`src/rtl/lldma_pkg.sv`:
```
`timescale 1ns/1ps
package lldma_pkg;
  localparam int WORD_W     = 32;
  localparam int DESC_WORDS = 6;
  localparam int IDX_W      = 3;
  // word positions inside a descriptor, in fetch order
  localparam int W_SRC  = 0;
  localparam int W_LEN  = 1;
  localparam int W_USER = 2;
  localparam int W_NEXT = 4;
  localparam int W_CTRL = 5;
  // control word bits
  localparam int CB_DONE_EN = 0;
  localparam int CB_LAST    = 1;
  localparam int CB_PAUSE   = 2;
  // marker word bits
  localparam int UB_STR_START  = 0;
  localparam int UB_CIPH_START = 1;
  localparam int UB_STR_LAST   = 2;

  typedef struct packed {
    logic [WORD_W-1:0] src;
    logic [WORD_W-1:0] len;
    logic [WORD_W-1:0] next;
    logic [2:0]        user;
    logic [2:0]        ctrl;
  } desc_t;

  typedef enum logic [2:0] {
    ST_IDLE, ST_DESC, ST_RD, ST_OUT, ST_FIN, ST_PAUSE
  } st_t;

  // number of 32-bit words covering len bytes
  function automatic logic [WORD_W-1:0] beat_count(input logic [WORD_W-1:0] len);
    return (len >> 2) + {{(WORD_W-1){1'b0}}, |len[1:0]};
  endfunction

  // valid bytes in the final word of an item
  function automatic logic [2:0] tail_bytes(input logic [WORD_W-1:0] len);
    return (len[1:0] == 2'b00) ? 3'd4 : {1'b0, len[1:0]};
  endfunction

  // byte offset of word n
  function automatic logic [WORD_W-1:0] word_off(input logic [WORD_W-1:0] n);
    return n << 2;
  endfunction
endpackage

```
`src/rtl/lldma_desc_store.sv`:
```
`timescale 1ns/1ps
module lldma_desc_store
  import lldma_pkg::*;
(
  input  logic              clk,
  input  logic              rst_n,
  input  logic              wr_en,
  input  logic [IDX_W-1:0]  wr_idx,
  input  logic [WORD_W-1:0] wr_data,
  output desc_t             desc
);
  always_ff @(posedge clk or negedge rst_n) begin
    if (!rst_n) begin
      desc <= '0;
    end else if (wr_en) begin
      unique case (wr_idx)
        IDX_W'(W_SRC):  desc.src  <= wr_data;
        IDX_W'(W_LEN):  desc.len  <= wr_data;
        IDX_W'(W_USER): desc.user <= wr_data[2:0];
        IDX_W'(W_NEXT): desc.next <= wr_data;
        IDX_W'(W_CTRL): desc.ctrl <= wr_data[2:0];
        default: ;  // unused word
      endcase
    end
  end

  a_r2_word_index: assert property (@(posedge clk) disable iff (!rst_n)
    wr_en |-> (wr_idx < IDX_W'(DESC_WORDS)));
endmodule

```
`src/rtl/lldma_beat_ctr.sv`:
```
`timescale 1ns/1ps
module lldma_beat_ctr
  import lldma_pkg::*;
(
  input  logic              clk,
  input  logic              rst_n,
  input  logic              load,
  input  logic [WORD_W-1:0] len,
  input  logic              adv,
  output logic [WORD_W-1:0] idx,
  output logic              last_beat,
  output logic              empty,
  output logic [2:0]        nbytes
);
  logic [WORD_W-1:0] total;
  logic [2:0]        tail_q;

  always_ff @(posedge clk or negedge rst_n) begin
    if (!rst_n) begin
      total  <= '0;
      idx    <= '0;
      tail_q <= 3'd4;
    end else if (load) begin
      total  <= beat_count(len);
      idx    <= '0;
      tail_q <= tail_bytes(len);
    end else if (adv) begin
      idx <= idx + WORD_W'(1);
    end
  end

  assign empty     = (total == '0);
  assign last_beat = (idx + WORD_W'(1) == total);
  assign nbytes    = last_beat ? tail_q : 3'd4;

  a_r3_no_overrun: assert property (@(posedge clk) disable iff (!rst_n)
    adv |=> (idx < total));
endmodule

```
`src/rtl/lldma_src_fetch.sv`:
```
`timescale 1ns/1ps
module lldma_src_fetch
  import lldma_pkg::*;
#(
  parameter int ADDR_W = 32
) (
  input  logic              clk,
  input  logic              rst_n,
  input  logic              cmd_start,
  input  logic              cmd_restart,
  input  logic [ADDR_W-1:0] base_addr,
  output logic              mem_rd_req,
  output logic [ADDR_W-1:0] mem_rd_addr,
  input  logic              mem_rd_valid,
  input  logic [WORD_W-1:0] mem_rd_data,
  output logic              out_valid,
  input  logic              out_ready,
  output logic [WORD_W-1:0] out_data,
  output logic              out_last,
  output logic [2:0]        out_nbytes,
  output logic              sb_str_start,
  output logic              sb_cipher_start,
  output logic              sb_str_last,
  output logic              evt_item_done,
  output logic              evt_zero_len,
  output logic              busy,
  output logic              paused
);
  st_t               st;
  logic [ADDR_W-1:0] desc_ptr;
  logic [IDX_W-1:0]  wcnt;
  logic [WORD_W-1:0] out_q;
  desc_t             desc;

  // named internal events
  logic              rd_fire, out_fire, desc_wr, desc_done;
  logic              ctr_adv, ctr_last, ctr_empty;
  logic [WORD_W-1:0] ctr_idx;
  logic [2:0]        ctr_nbytes;

  assign rd_fire   = mem_rd_req && mem_rd_valid;
  assign out_fire  = out_valid && out_ready;
  assign desc_wr   = (st == ST_DESC) && rd_fire;
  assign desc_done = desc_wr && (wcnt == IDX_W'(DESC_WORDS-1));
  assign ctr_adv   = out_fire && !ctr_last;

  lldma_desc_store u_desc (
    .clk     (clk),
    .rst_n   (rst_n),
    .wr_en   (desc_wr),
    .wr_idx  (wcnt),
    .wr_data (mem_rd_data),
    .desc    (desc)
  );

  lldma_beat_ctr u_beat (
    .clk       (clk),
    .rst_n     (rst_n),
    .load      (desc_done),
    .len       (desc.len),
    .adv       (ctr_adv),
    .idx       (ctr_idx),
    .last_beat (ctr_last),
    .empty     (ctr_empty),
    .nbytes    (ctr_nbytes)
  );

  always_ff @(posedge clk or negedge rst_n) begin
    if (!rst_n) begin
      st       <= ST_IDLE;
      desc_ptr <= '0;
      wcnt     <= '0;
      out_q    <= '0;
    end else begin
      unique case (st)
        ST_IDLE: if (cmd_start) begin
          desc_ptr <= base_addr;
          wcnt     <= '0;
          st       <= ST_DESC;
        end
        ST_DESC: if (rd_fire) begin
          if (wcnt == IDX_W'(DESC_WORDS-1)) begin
            wcnt <= '0;
            st   <= (desc.len == '0) ? ST_FIN : ST_RD;
          end else begin
            wcnt <= wcnt + IDX_W'(1);
          end
        end
        ST_RD: if (rd_fire) begin
          out_q <= mem_rd_data;
          st    <= ST_OUT;
        end
        ST_OUT: if (out_fire) st <= ctr_last ? ST_FIN : ST_RD;
        ST_FIN: begin
          if (desc.ctrl[CB_LAST]) begin
            st <= ST_IDLE;
          end else if (desc.ctrl[CB_PAUSE]) begin
            st <= ST_PAUSE;
          end else begin
            desc_ptr <= ADDR_W'(desc.next);
            st       <= ST_DESC;
          end
        end
        ST_PAUSE: if (cmd_restart) begin
          desc_ptr <= ADDR_W'(desc.next);
          wcnt     <= '0;
          st       <= ST_DESC;
        end
        default: st <= ST_IDLE;
      endcase
    end
  end

  always_comb begin
    if (st == ST_DESC) mem_rd_addr = desc_ptr + ADDR_W'(word_off(WORD_W'(wcnt)));
    else               mem_rd_addr = ADDR_W'(desc.src + word_off(ctr_idx));
  end

  assign mem_rd_req      = (st == ST_DESC) || (st == ST_RD);
  assign out_valid       = (st == ST_OUT);
  assign out_data        = out_q;
  assign out_last        = out_valid && ctr_last;
  assign out_nbytes      = ctr_nbytes;
  assign sb_str_start    = out_valid && desc.user[UB_STR_START];
  assign sb_cipher_start = out_valid && desc.user[UB_CIPH_START];
  assign sb_str_last     = out_valid && desc.user[UB_STR_LAST];
  assign evt_item_done   = (st == ST_FIN) && !ctr_empty && desc.ctrl[CB_DONE_EN];
  assign evt_zero_len    = (st == ST_FIN) && ctr_empty;
  assign busy            = (st != ST_IDLE) && (st != ST_PAUSE);
  assign paused          = (st == ST_PAUSE);

  a_r11_req_held: assert property (@(posedge clk) disable iff (!rst_n)
    mem_rd_req && !mem_rd_valid |=> mem_rd_req && $stable(mem_rd_addr));
  a_r3_out_held: assert property (@(posedge clk) disable iff (!rst_n)
    out_valid && !out_ready |=> out_valid && $stable(out_data) && $stable(out_last)
                                && $stable(out_nbytes));
  a_r6_events_exclusive: assert property (@(posedge clk) disable iff (!rst_n)
    !(evt_item_done && evt_zero_len));
  a_r5_done_after_final: assert property (@(posedge clk) disable iff (!rst_n)
    evt_item_done |-> $past(out_valid && out_ready && out_last));
  a_r5_single_pulse: assert property (@(posedge clk) disable iff (!rst_n)
    evt_item_done |=> !evt_item_done);
  a_r9_pause_quiet: assert property (@(posedge clk) disable iff (!rst_n)
    paused |-> !mem_rd_req && !out_valid);
  a_r7_idle_quiet: assert property (@(posedge clk) disable iff (!rst_n)
    !busy && !paused |-> !mem_rd_req && !out_valid && !evt_item_done && !evt_zero_len);
endmodule

```
`config.mk`:
```
export PLATFORM = sky130hd
export DESIGN_NAME = lldma_src_fetch
export DESIGN_NICKNAME = d
export VERILOG_FILES = /design/src/rtl/lldma_pkg.sv /design/src/rtl/lldma_desc_store.sv /design/src/rtl/lldma_beat_ctr.sv /design/src/rtl/lldma_src_fetch.sv
export SDC_FILE = /design/constraint.sdc
export NUM_CORES = 1
export LEC_CHECK = 0
export ABC_AREA = 0
export CORE_ASPECT_RATIO = 1.75
export CORE_MARGIN = 2
export CORE_UTILIZATION = 62
export DETAILED_ROUTE_END_ITERATION = 12
export GPL_TIMING_DRIVEN = 0
export PLACE_DENSITY = 0.87
export REMOVE_ABC_BUFFERS = 1
export SLEW_MARGIN = 20
export SYNTH_ARGS = -nofsm -noshare
export SYNTH_HDL_FRONTEND = slang
export SYNTH_SLANG_ARGS = --single-unit
```
`constraint.sdc`:
```
create_clock -name clk -period 9.25 [get_ports clk]
set_input_delay 1.85 -clock clk [delete_from_list [all_inputs] [get_ports clk]]
set_output_delay 1.85 -clock clk [all_outputs]
set_load 0.05 [all_outputs]
```
Word-level counts from Yosys, hierarchy flattened:

Index checks and enable logic that the tools add are counted.

* flip-flop bits (word level): 239
* output and inout bits: 77

* $add $sub $neg: 5
* mux-type cells: 26
* equal/unequal tests: 19
* reductions and logical operators: 35

Operators with widths (number)
* $mux 32: 7
* $pmux 32 s3: 1
* $logic_not 32->1: 2
* $mux 3: 16
* $add 32x1->32 const B: 1
* $add 32x32->32: 1
* $add 32x5->32: 1
* $eq 32x32->1: 1
* $add 30x1->31: 1
* $pmux 3 s6: 1
* $logic_and 1x1->1: 13
* $eq 3x3->1 const B: 4
* $ne 2x2->1 const B: 6
* $reduce_and 2->1: 6
* $eq 3x2->1 const B: 3
* $pmux 3 s3: 1
* $reduce_bool 3->1: 3
* $eq 3x1->1 const B: 2
* $logic_not 3->1: 2
* $reduce_and 6->1: 1
* $reduce_and 5->1: 1
* $ne 2x1->1 const B: 2
* $reduce_and 4->1: 1
* $add 3x1->3 const B: 1
* other kinds (6): 7

Longest topological paths before layout:

Gate-level depths: netlist of run 1.

* word-level depth: 6
* mapped depth: 12

By module:

Synthesis of run 1 repeated with hierarchy kept, for this count alone.

* cell total of the unflattened synthesis: 1401
* area total of the unflattened synthesis: 13969.6 um^2

Modules (own cells, without submodules)
* lldma_src_fetch: area each 5670.4 um^2, instances 1, cells an instance 661
* lldma_beat_ctr: area each 4421.7 um^2, instances 1, cells an instance 520
* lldma_desc_store: area each 3877.5 um^2, instances 1, cells an instance 220

Worst setup path after synthesis of run 1:

OpenSTA, ideal clock, no wires.

* path kind: reg2out
* start: register u_beat.idx[0]
* end: output port out_last
* data arrival time: 3640 ps
* slack: 3760 ps
* stages on the path, launching flop included: 9
* cell sequence: dfrtp_1 ha_1 nand4_2 nor3_4 nand4_1 or3_1 a22oi_1 nand4_1 nor4_1

* word-level cells in the longest chain between the ends: 3

RTL lines
* start: declaration: RTL line lldma_beat_ctr.sv:10 `output logic [WORD_W-1:0] idx,`
* start signal: assignment: RTL line lldma_beat_ctr.sv:28 `idx <= idx + WORD_W'(1);`
* $add 32x1->32: RTL line lldma_beat_ctr.sv:33 `assign last_beat = (idx + WORD_W'(1) == total);`
* $eq 32x32->1: RTL line lldma_beat_ctr.sv:33
* $logic_and 1x1->1: RTL line lldma_src_fetch.sv:122 `assign out_last = out_valid && ctr_last;`
* end: declaration: RTL line lldma_src_fetch.sv:19 `output logic out_last,`

Every way passes these cells.

Worst setup path after layout of run 1:

* start: register u_beat.idx[0]
* end: output port mem_rd_addr[28]

* word-level cells in the longest chain between the ends: 2

RTL lines
* $add 32x32->32: RTL line lldma_src_fetch.sv:116 `else mem_rd_addr = ADDR_W'(desc.src + word_off(ctr_idx));`
* $mux 32: RTL line lldma_src_fetch.sv:115 `if (st == ST_DESC) mem_rd_addr = desc_ptr + ADDR_W'(word_off(WORD_W'(wcnt)));`
* end: declaration: RTL line lldma_src_fetch.sv:13 `output logic [ADDR_W-1:0] mem_rd_addr,`

Every way passes these cells.

==> results of run 1 <==
==> kinds of logic (layout without fill, tap and decap cells) <==
kind of cell | count (synthesis) | after routing | synth area share
buffers and inverters | 97 | 223 | 0.0293
xor gates and xnor gates | 129 | 129 | 0.0806
DFF | 238 | 238 | 0.425
AOI/OAI and AO/OA | 248 | 248 | 0.108
adders and majority gates | 37 | 37 | 0.0341
and+or+nand+nor | 502 | 502 | 0.182
muxes | 180 | 180 | 0.141
==> cell usage in the layout (no fill, tap or decap), types with 3 or more instances in the layout <==
master / netlist / final
dfrtp_1: 237 / 237
clkdlybuf4s50_1: 0 / 145
mux2_2: 135 / 135
nand2_1: 134 / 133
nor2_1: 101 / 100
a21oi_1: 79 / 79
xnor2_1: 76 / 76
o21ai_0: 74 / 74
nand3_1: 66 / 64
xor2_1: 53 / 53
mux2i_1: 45 / 45
nor3_1: 37 / 36
ha_1: 35 / 35
nand4_1: 32 / 32
and3_1: 31 / 31
nor4_1: 31 / 30
a21o_1: 30 / 30
inv_1: 26 / 26
clkbuf_16: 0 / 23
and4_1: 13 / 13
or3_1: 10 / 9
o211ai_1: 8 / 8
o21bai_1: 8 / 8
a211oi_1: 8 / 7
nor2b_1: 7 / 7
nand2b_1: 7 / 6
and2_1: 7 / 6
a31oi_1: 5 / 5
clkbuf_8: 0 / 5
buf_16: 0 / 5
nand3_2: 3 / 4
o21ai_1: 5 / 4
clkbuf_1: 47 / 4
or2_2: 3 / 3
nor4_2: 2 / 3
a31o_2: 3 / 3
buf_6: 2 / 3
==> worst max path at each step <==
| stage | endpoint | startpoint | cells past startpoint |
|---|---|---|---|
| floorplan | desc_ptr[0] | cmd_start | 4 |
| CTS | mem_rd_addr[28] | u_beat.idx[0] | 13 |
| global route | mem_rd_addr[28] | u_beat.idx[0] | 13 |
| global placement | u_beat.tail_q[1] | rst_n | 1 |
| detailed placement | mem_rd_addr[28] | u_beat.idx[0] | 13 |
| finish | mem_rd_addr[28] | u_beat.idx[0] | 13 |
==> registers in the layout, summed over array words and instances, names as in the netlist <==
name / flops
wcnt: 3
u_beat.idx: 32
desc_ptr: 32
out_data: 32
u_desc.desc: 102
st: 3
u_beat.tail_q: 3
u_beat.total: 31
==> final cells by class <==
class	instances	area, um^2	share of cell area
Inverter	27	101	0.00611
Tap cell	296	370	0.0223
Sequential cell	238	5960	0.359
Clock inverter	7	98.8	0.00596
Multi-Input combinational cell	1096	7720	0.466
Clock buffer	32	659	0.0398
Timing Repair Buffer	157	1670	0.101
==> routing by layer <==
| metal | share of wire | wire, um |
|---|---|---|
| met2 | 0.51 | 19800 |
| met4 | 0.068 | 2630 |
| met1 | 0.37 | 14200 |
| met3 | 0.051 | 1980 |
| met5 | 0 | 0 |
==> stage by stage <==
step | instance area, um^2 | setup TNS, ns | worst slack, ns | instances
floorplan | 13700 | 0 | 3.28 | 1361
global placement | 15500 | -848.66 | -3.61 | 1803
detailed placement | 15800 | 0 | 3.11 | 1814
CTS | 16600 | 0 | 2.50 | 1853
global route | 16600 | 0 | 2.23 | 1853
finish | 16600 | 0 | 2.47 | 1853
==> worst max-delay path: stages (launching register included) <==
cell and delay (ns):
dfrtp_1 0.52, ha_1 0.26, inv_1 0.07, fa_1 0.40, nor2b_1 0.20, o2111ai_1 0.16
a21oi_1 0.27, o31ai_1 0.18, a211oi_1 0.36, nor2_1 0.14, o21ai_0 0.50, mux2i_1 0.15
nor3_1 0.31, clkdlybuf4s50_1 0.88
==> synth_stat cells (13+ instances only) <==
| cell type | count |
|---|---|
| dfrtp_1 | 237 |
| mux2_2 | 135 |
| nand2_1 | 134 |
| nor2_1 | 101 |
| a21oi_1 | 79 |
| xnor2_1 | 76 |
| o21ai_0 | 74 |
| nand3_1 | 66 |
| xor2_1 | 53 |
| clkbuf_1 | 47 |
| mux2i_1 | 45 |
| nor3_1 | 37 |
| ha_1 | 35 |
| nand4_1 | 32 |
| and3_1 | 31 |
| nor4_1 | 31 |
| a21o_1 | 30 |
| inv_1 | 26 |
| and4_1 | 13 |
==> power by group through the flow <==
| stage | clock network (uW) | logic [uW] | registers, uW |
|---|---|---|---|
| floorplan | 0 | 1590 | 1870 |
| global placement | 0 | 2530 | 1680 |
| detailed placement | 0 | 2630 | 1710 |
| CTS | 973 | 2660 | 1700 |
| global route | 1010 | 2810 | 1750 |
| finish | 960 | 2660 | 1710 |
==> metrics.md, run 1 <==
| Metric | Value |
|---|---|
| Met3 usage | `0.0388` |
| Fin util | `0.748` |
| Hold Slack | `around 0.48 ns` |
| Gr usage total | `0.324` |
| Total wire length | `38.6 mm` |
| # fillers | `~1500` |
| Yosys cell types | `72` |
| Max-cap violation count | `0` |
| Yosys reg bits | `between 200 and 250` |
| Slew Limit Fails | `0` |
| Sequential share of power | `0.321` |
| Synth Cell Area | `roughly 14000 um^2` |
| Required @ worst endpoint | `~7.4 ns` |
| Critical R2R Launch | `u_beat.idx[0]` |
| Worst Tran Pin Value | `0.963 ns` |
| Wirelength per Cell | `roughly 21 um` |
| CTS H-tree depth | `1` |
| Static leakage | `roughly 0.0076 uW` |
| Switching Share | `0.450` |
| Vias per cell | `6.28` |
| I/O Pins | `147` |
| DR vias | `about 12000` |
| Core area | `between 20000 and 25000 um^2` |
| Peak supply drop | `~270 uV` |
| Initial antenna violation count | `0` |
| Initial DRC Count | `~860` |
| Synthesis Warnings | `0` |
| Met1 usage | `0.369` |
| Async SR Flop Fraction | `1.00` |
| Net switching power | `2400 uW` |
| Post-CTS setup buffers | `0` |
| Number of nets in the layout | `1650` |
| Critical path peak fanout | `8` |
| Relative slew slack | `0.353` |
| CTS Hold Buffers Added | `0` |
| Cell Int Power | `about 2900 uW` |
| FF-to-FF path depth | `11` |
| Cts repair resizes | `0` |
| First-pass GRT wire length | `61.7 mm` |
| CTS tree | `built` |
| Met2 Usage GRT | `0.574` |
| Initial core utilization | `0.632` |
| PortBufs | `between 100 and 150` |
| Clock tree sinks | `238` |
| CP endpoint kind | `primary output` |
| Pin count of the biggest net entering global routing | `slightly above 100` |
| Status | `complete, no violations` |
| Worst Skew | `about 0.015 ns` |
| Ant. Diodes | `0` |
| Clock share of power | `0.180` |
| Die Ht | `~200 um` |
| Total power | `approximately 5300 uW` |
| EDFF count, synth | `0` |
| Yosys top cell by area | `dfrtp_1` |
| CTS max path bufs | `3` |
| Clk_lat worst skew | `roughly 0.53 ns` |
| Syn avg cell area | `a little under 10 um^2` |
| Die Area | `roughly 24000 um^2` |
| Grt ovf | `0` |
| CP startpoint kind | `flop` |
| Final hold vios | `0` |
| Internal reg-to-reg setup slack | `approximately 4.8 ns` |
| FMAX | `roughly 150 MHz` |
| Total CTS buffers | `23` |
| Area grow syn2layout | `18.3%` |
| Clock Tree Root | `clkbuf_16` |
| DR pass1 iterations | `7` |
| Hold_sp | `u_desc.desc[0]` |
| Combinational power share | `0.499` |
| # rows | `a little over 70` |
| Antenna Violating Nets Remaining | `0` |
| Vias in the first global route | `between 10000 and 15000` |
| CP Class | `reg -> out` |
| Final GP Congestion | `slightly below 1` |
| DR DRC count | `0` |
| Cell count after synthesis | `between 1000 and 1500` |
| Chip width | `about 120 um` |
| Detailed placer's ending HPWL | `approximately 28 mm` |
| Worst reg2reg endpoint | `u_beat.idx[13]` |
| Hold depth | `2` |
| Post-layout min period | `6.78 ns` |
| Prevailing post-synth register cell | `dfrtp_1` |
| Sequential share of the synthesized area | `0.425` |
| Crit path DAT | `around 5 ns` |
| PD cells | `321 nW/um^2` |
| Clock transition at path regs | `~0.060 ns` |
| Part of the cycle the worst path needs | `0.733` |
| Layout cell share with drive strength beyond 1 | `0.137` |
| Main area contributors after synthesis | `dfrtp_1, mux2_2, xnor2_1` |
| RSZ-0062 raised after global routing | `no` |
| Worst hold endpoint | `u_desc.desc[0]` |
| GRT busiest layer | `met2` |
| Hold Crit Class | `reg -> reg` |
| Top-area cell type share of the netlist area | `0.423` |
| Final setup vio count | `0` |
No activity file was read; power rests on OpenSTA's default activity.
==> run 2: changes to the inputs <==
CORE_UTILIZATION = 58   (was 62)
PLACE_DENSITY = 0.82   (was 0.87)
clock period = 6.7 ns   (was 9.25 ns; I/O delays follow)
==> metrics.md, run 2 (synthesis results as in run 1) <==
| Metric | Value |
|---|---|
| Internal reg-to-reg setup slack | `2.18 ns (was 4.75 ns)` |
| Fin worst setup slack | `0.433 ns (was 2.47 ns)` |
| Most frequent cells in the layout | `dfrtp_1, clkdlybuf4s50_1, mux2_2, nand2_1, nor2_1 (unchanged)` |
| DR pass1 iterations | `5 (was 7)` |
| Worst slack, placed | `1.11 ns (was 3.11 ns)` |
| Wirelength per Cell | `20.5 um (was 20.8 um)` |
| Hold depth | `2 (unchanged)` |
| Clock tree sinks | `238 (unchanged)` |
| RSZ-0062 raised after global routing | `no (unchanged)` |
| Biggest register | `u_desc.desc (unchanged)` |
| DR vias | `11585 (was 11636)` |
| CTS tree | `built (unchanged)` |
| Total wire length | `38.3 mm (was 38.6 mm)` |
| Grt ovf | `0 (unchanged)` |
| CP endpoint kind | `primary output (unchanged)` |
| Peak supply drop | `375 uV (was 270 uV)` |
| Worst Skew | `0.00862 ns (was 0.0152 ns)` |
| Gr usage total | `0.305 (was 0.324)` |
| CP startpoint kind | `flop (unchanged)` |
| Ant. Diodes | `0 (unchanged)` |
| Worst Tran Pin Value | `0.973 ns (was 0.963 ns)` |
| Part of the cycle the worst path needs | `0.935` |
| Core area | `23800 um^2 (was 22200 um^2)` |
| Relative slew slack | `0.351 (was 0.353)` |
| Layout cell share with drive strength beyond 1 | `0.141 (was 0.137)` |
| Slew Limit Fails | `0 (unchanged)` |
| First-pass GRT wire length | `61.1 mm (was 61.7 mm)` |
| Post-CTS setup buffers | `0 (unchanged)` |
| Commonest non-fill, non-tap cell in the layout | `dfrtp_1 (unchanged)` |
| Hold Crit Class | `reg -> reg (unchanged)` |
| Die Area | `25500 um^2 (was 23900 um^2)` |
| Crit path DAT | `4.93 ns (about the same)` |
| Clock Tree Root | `clkbuf_16 (unchanged)` |
| Die Ht | `210 um (was 203 um)` |
| Vias per cell | `6.20 (was 6.28)` |
| Vias in the first global route | `11803 (was 12044)` |
| Initial DRC Count | `755 (was 861)` |
| Max-cap violation count | `0 (unchanged)` |
| Post-layout min period | `6.27 ns` |
| PortBufs | `146 (unchanged)` |
| CP startpoint | `u_beat.idx[0] (unchanged)` |
| Hold Slack | `0.480 ns (was 0.477 ns)` |
| Critical R2R Launch | `u_beat.idx[0] (unchanged)` |
| DR DRC count | `0 (unchanged)` |
| CTS Hold Buffers Added | `0 (unchanged)` |
| Initial antenna violation count | `0 (unchanged)` |
| Critical path peak fanout | `8 (unchanged)` |
| Final setup vio count | `0 (unchanged)` |
| Chip width | `122 um (was 118 um)` |
| Clock transition at path regs | `0.06 ns (about the same)` |
| I/O Pins | `147 (unchanged)` |
| Number of flip-flops in the largest register | `102 (unchanged)` |
| Cts repair resizes | `0 (unchanged)` |
| Final GP Congestion | `0.951 (was 0.972)` |
| Number of nets in the layout | `1651 (was 1650)` |
| CTS H-tree depth | `1 (unchanged)` |
| Detailed placer's ending HPWL | `28.3 mm (was 28.5 mm)` |
| Crit path to | `mem_rd_addr[28] (unchanged)` |
| Initial core utilization | `0.588 (was 0.632)` |
| CP Class | `reg -> out (unchanged)` |
| Area grow syn2layout | `19.1% (was 18.3%)` |
| Status | `complete, no violations (unchanged)` |
| CTS max path bufs | `3 (unchanged)` |
| FF-to-FF path depth | `11 (unchanged)` |
| FMAX | `between 150 and 200 MHz` |
| Worst reg2reg endpoint | `u_beat.idx[7] (was u_beat.idx[13])` |
| Static leakage | `0.00762 uW (was 0.00757 uW)` |
| Clk_lat worst skew | `0.53 ns (about the same)` |
| Antenna Violating Nets Remaining | `0 (unchanged)` |
| Total CTS buffers | `24 (was 23)` |
| Required @ worst endpoint | `5.36 ns (was 7.40 ns)` |
| Final hold vios | `0 (unchanged)` |
| Pin count of the biggest net entering global routing | `101 (was 103)` |
| # rows | `75 (was 72)` |
| PD cells | `448 nW/um^2 (was 321 nW/um^2)` |
run 2: cell count changes in the layout (fill, tap and decap cells not counted), sizes merged:
cell / delta
bufinv: +2
clkinv: +3
clkbuf: -3
inv: +1
clkinvlp: +2
run 2: area by class of cell:
type / count / area, um^2
clock buffer: 29 / 671
clock inverter: 15 / 198
fill: 1737 / 7140
inverter: 27 / 101
multi-input combinational: 1096 / 7720
sequential: 238 / 5960
tap: 308 / 385
timing repair buffer: 157 / 1670
run 2: worst max-delay path: stages (launching register included):
cell and delay (ns):
dfrtp_1 0.51, ha_1 0.27, inv_1 0.07, fa_1 0.41, nor2b_1 0.22, o2111ai_1 0.17, a21oi_1 0.25, o31ai_1 0.18
a211oi_1 0.36, nor2_1 0.13, o21ai_0 0.51, mux2i_1 0.15, nor3_1 0.28, clkdlybuf4s50_1 0.88
run 2: how the worst min path moves through the flow:
stage	to	from	slack, ns
final	u_beat.tail_q[1]	u_beat.tail_q[1]	0.48
after global routing	u_beat.tail_q[2]	u_beat.tail_q[2]	0.50
after CTS	u_beat.tail_q[1]	u_beat.tail_q[1]	0.49
after detailed placement	u_beat.tail_q[0]	u_beat.tail_q[0]	0.47
after global placement	u_beat.tail_q[1]	u_beat.tail_q[1]	0.45
after floorplan	u_beat.tail_q[0]	u_beat.tail_q[0]	0.44
run 2: layer usage:
metal / part of all wire / up-vias / GRT usage
met5: 0 / - / 0
met3: 0.051 / 124 / 0.0391
met4: 0.061 / 0 / 0.168
met2: 0.52 / 398 / 0.536
met1: 0.37 / 5665 / 0.356
li1: - / 5398 / -
run 2: power breakdown:
part	switching [uW]	internal (uW)
combinational	2260	1400
clock	597	874
sequential	469	1880
total	3330	4150
run 2: metrics by stage:
stage | instances | power (uW) | instance area [um^2] | TNS, ns | utilization
after floorplan | 1361 | 4770 | 13700 | 0 | -
after global placement | 1815 | 5830 | 15600 | -1454.95 | 0.653
after detailed placement | 1826 | 5970 | 15800 | 0 | 0.664
after CTS | 1870 | 7490 | 16700 | 0 | 0.701
after global routing | 1870 | 7830 | 16700 | 0 | 0.701
final | 1870 | 7480 | 16700 | 0 | 0.701
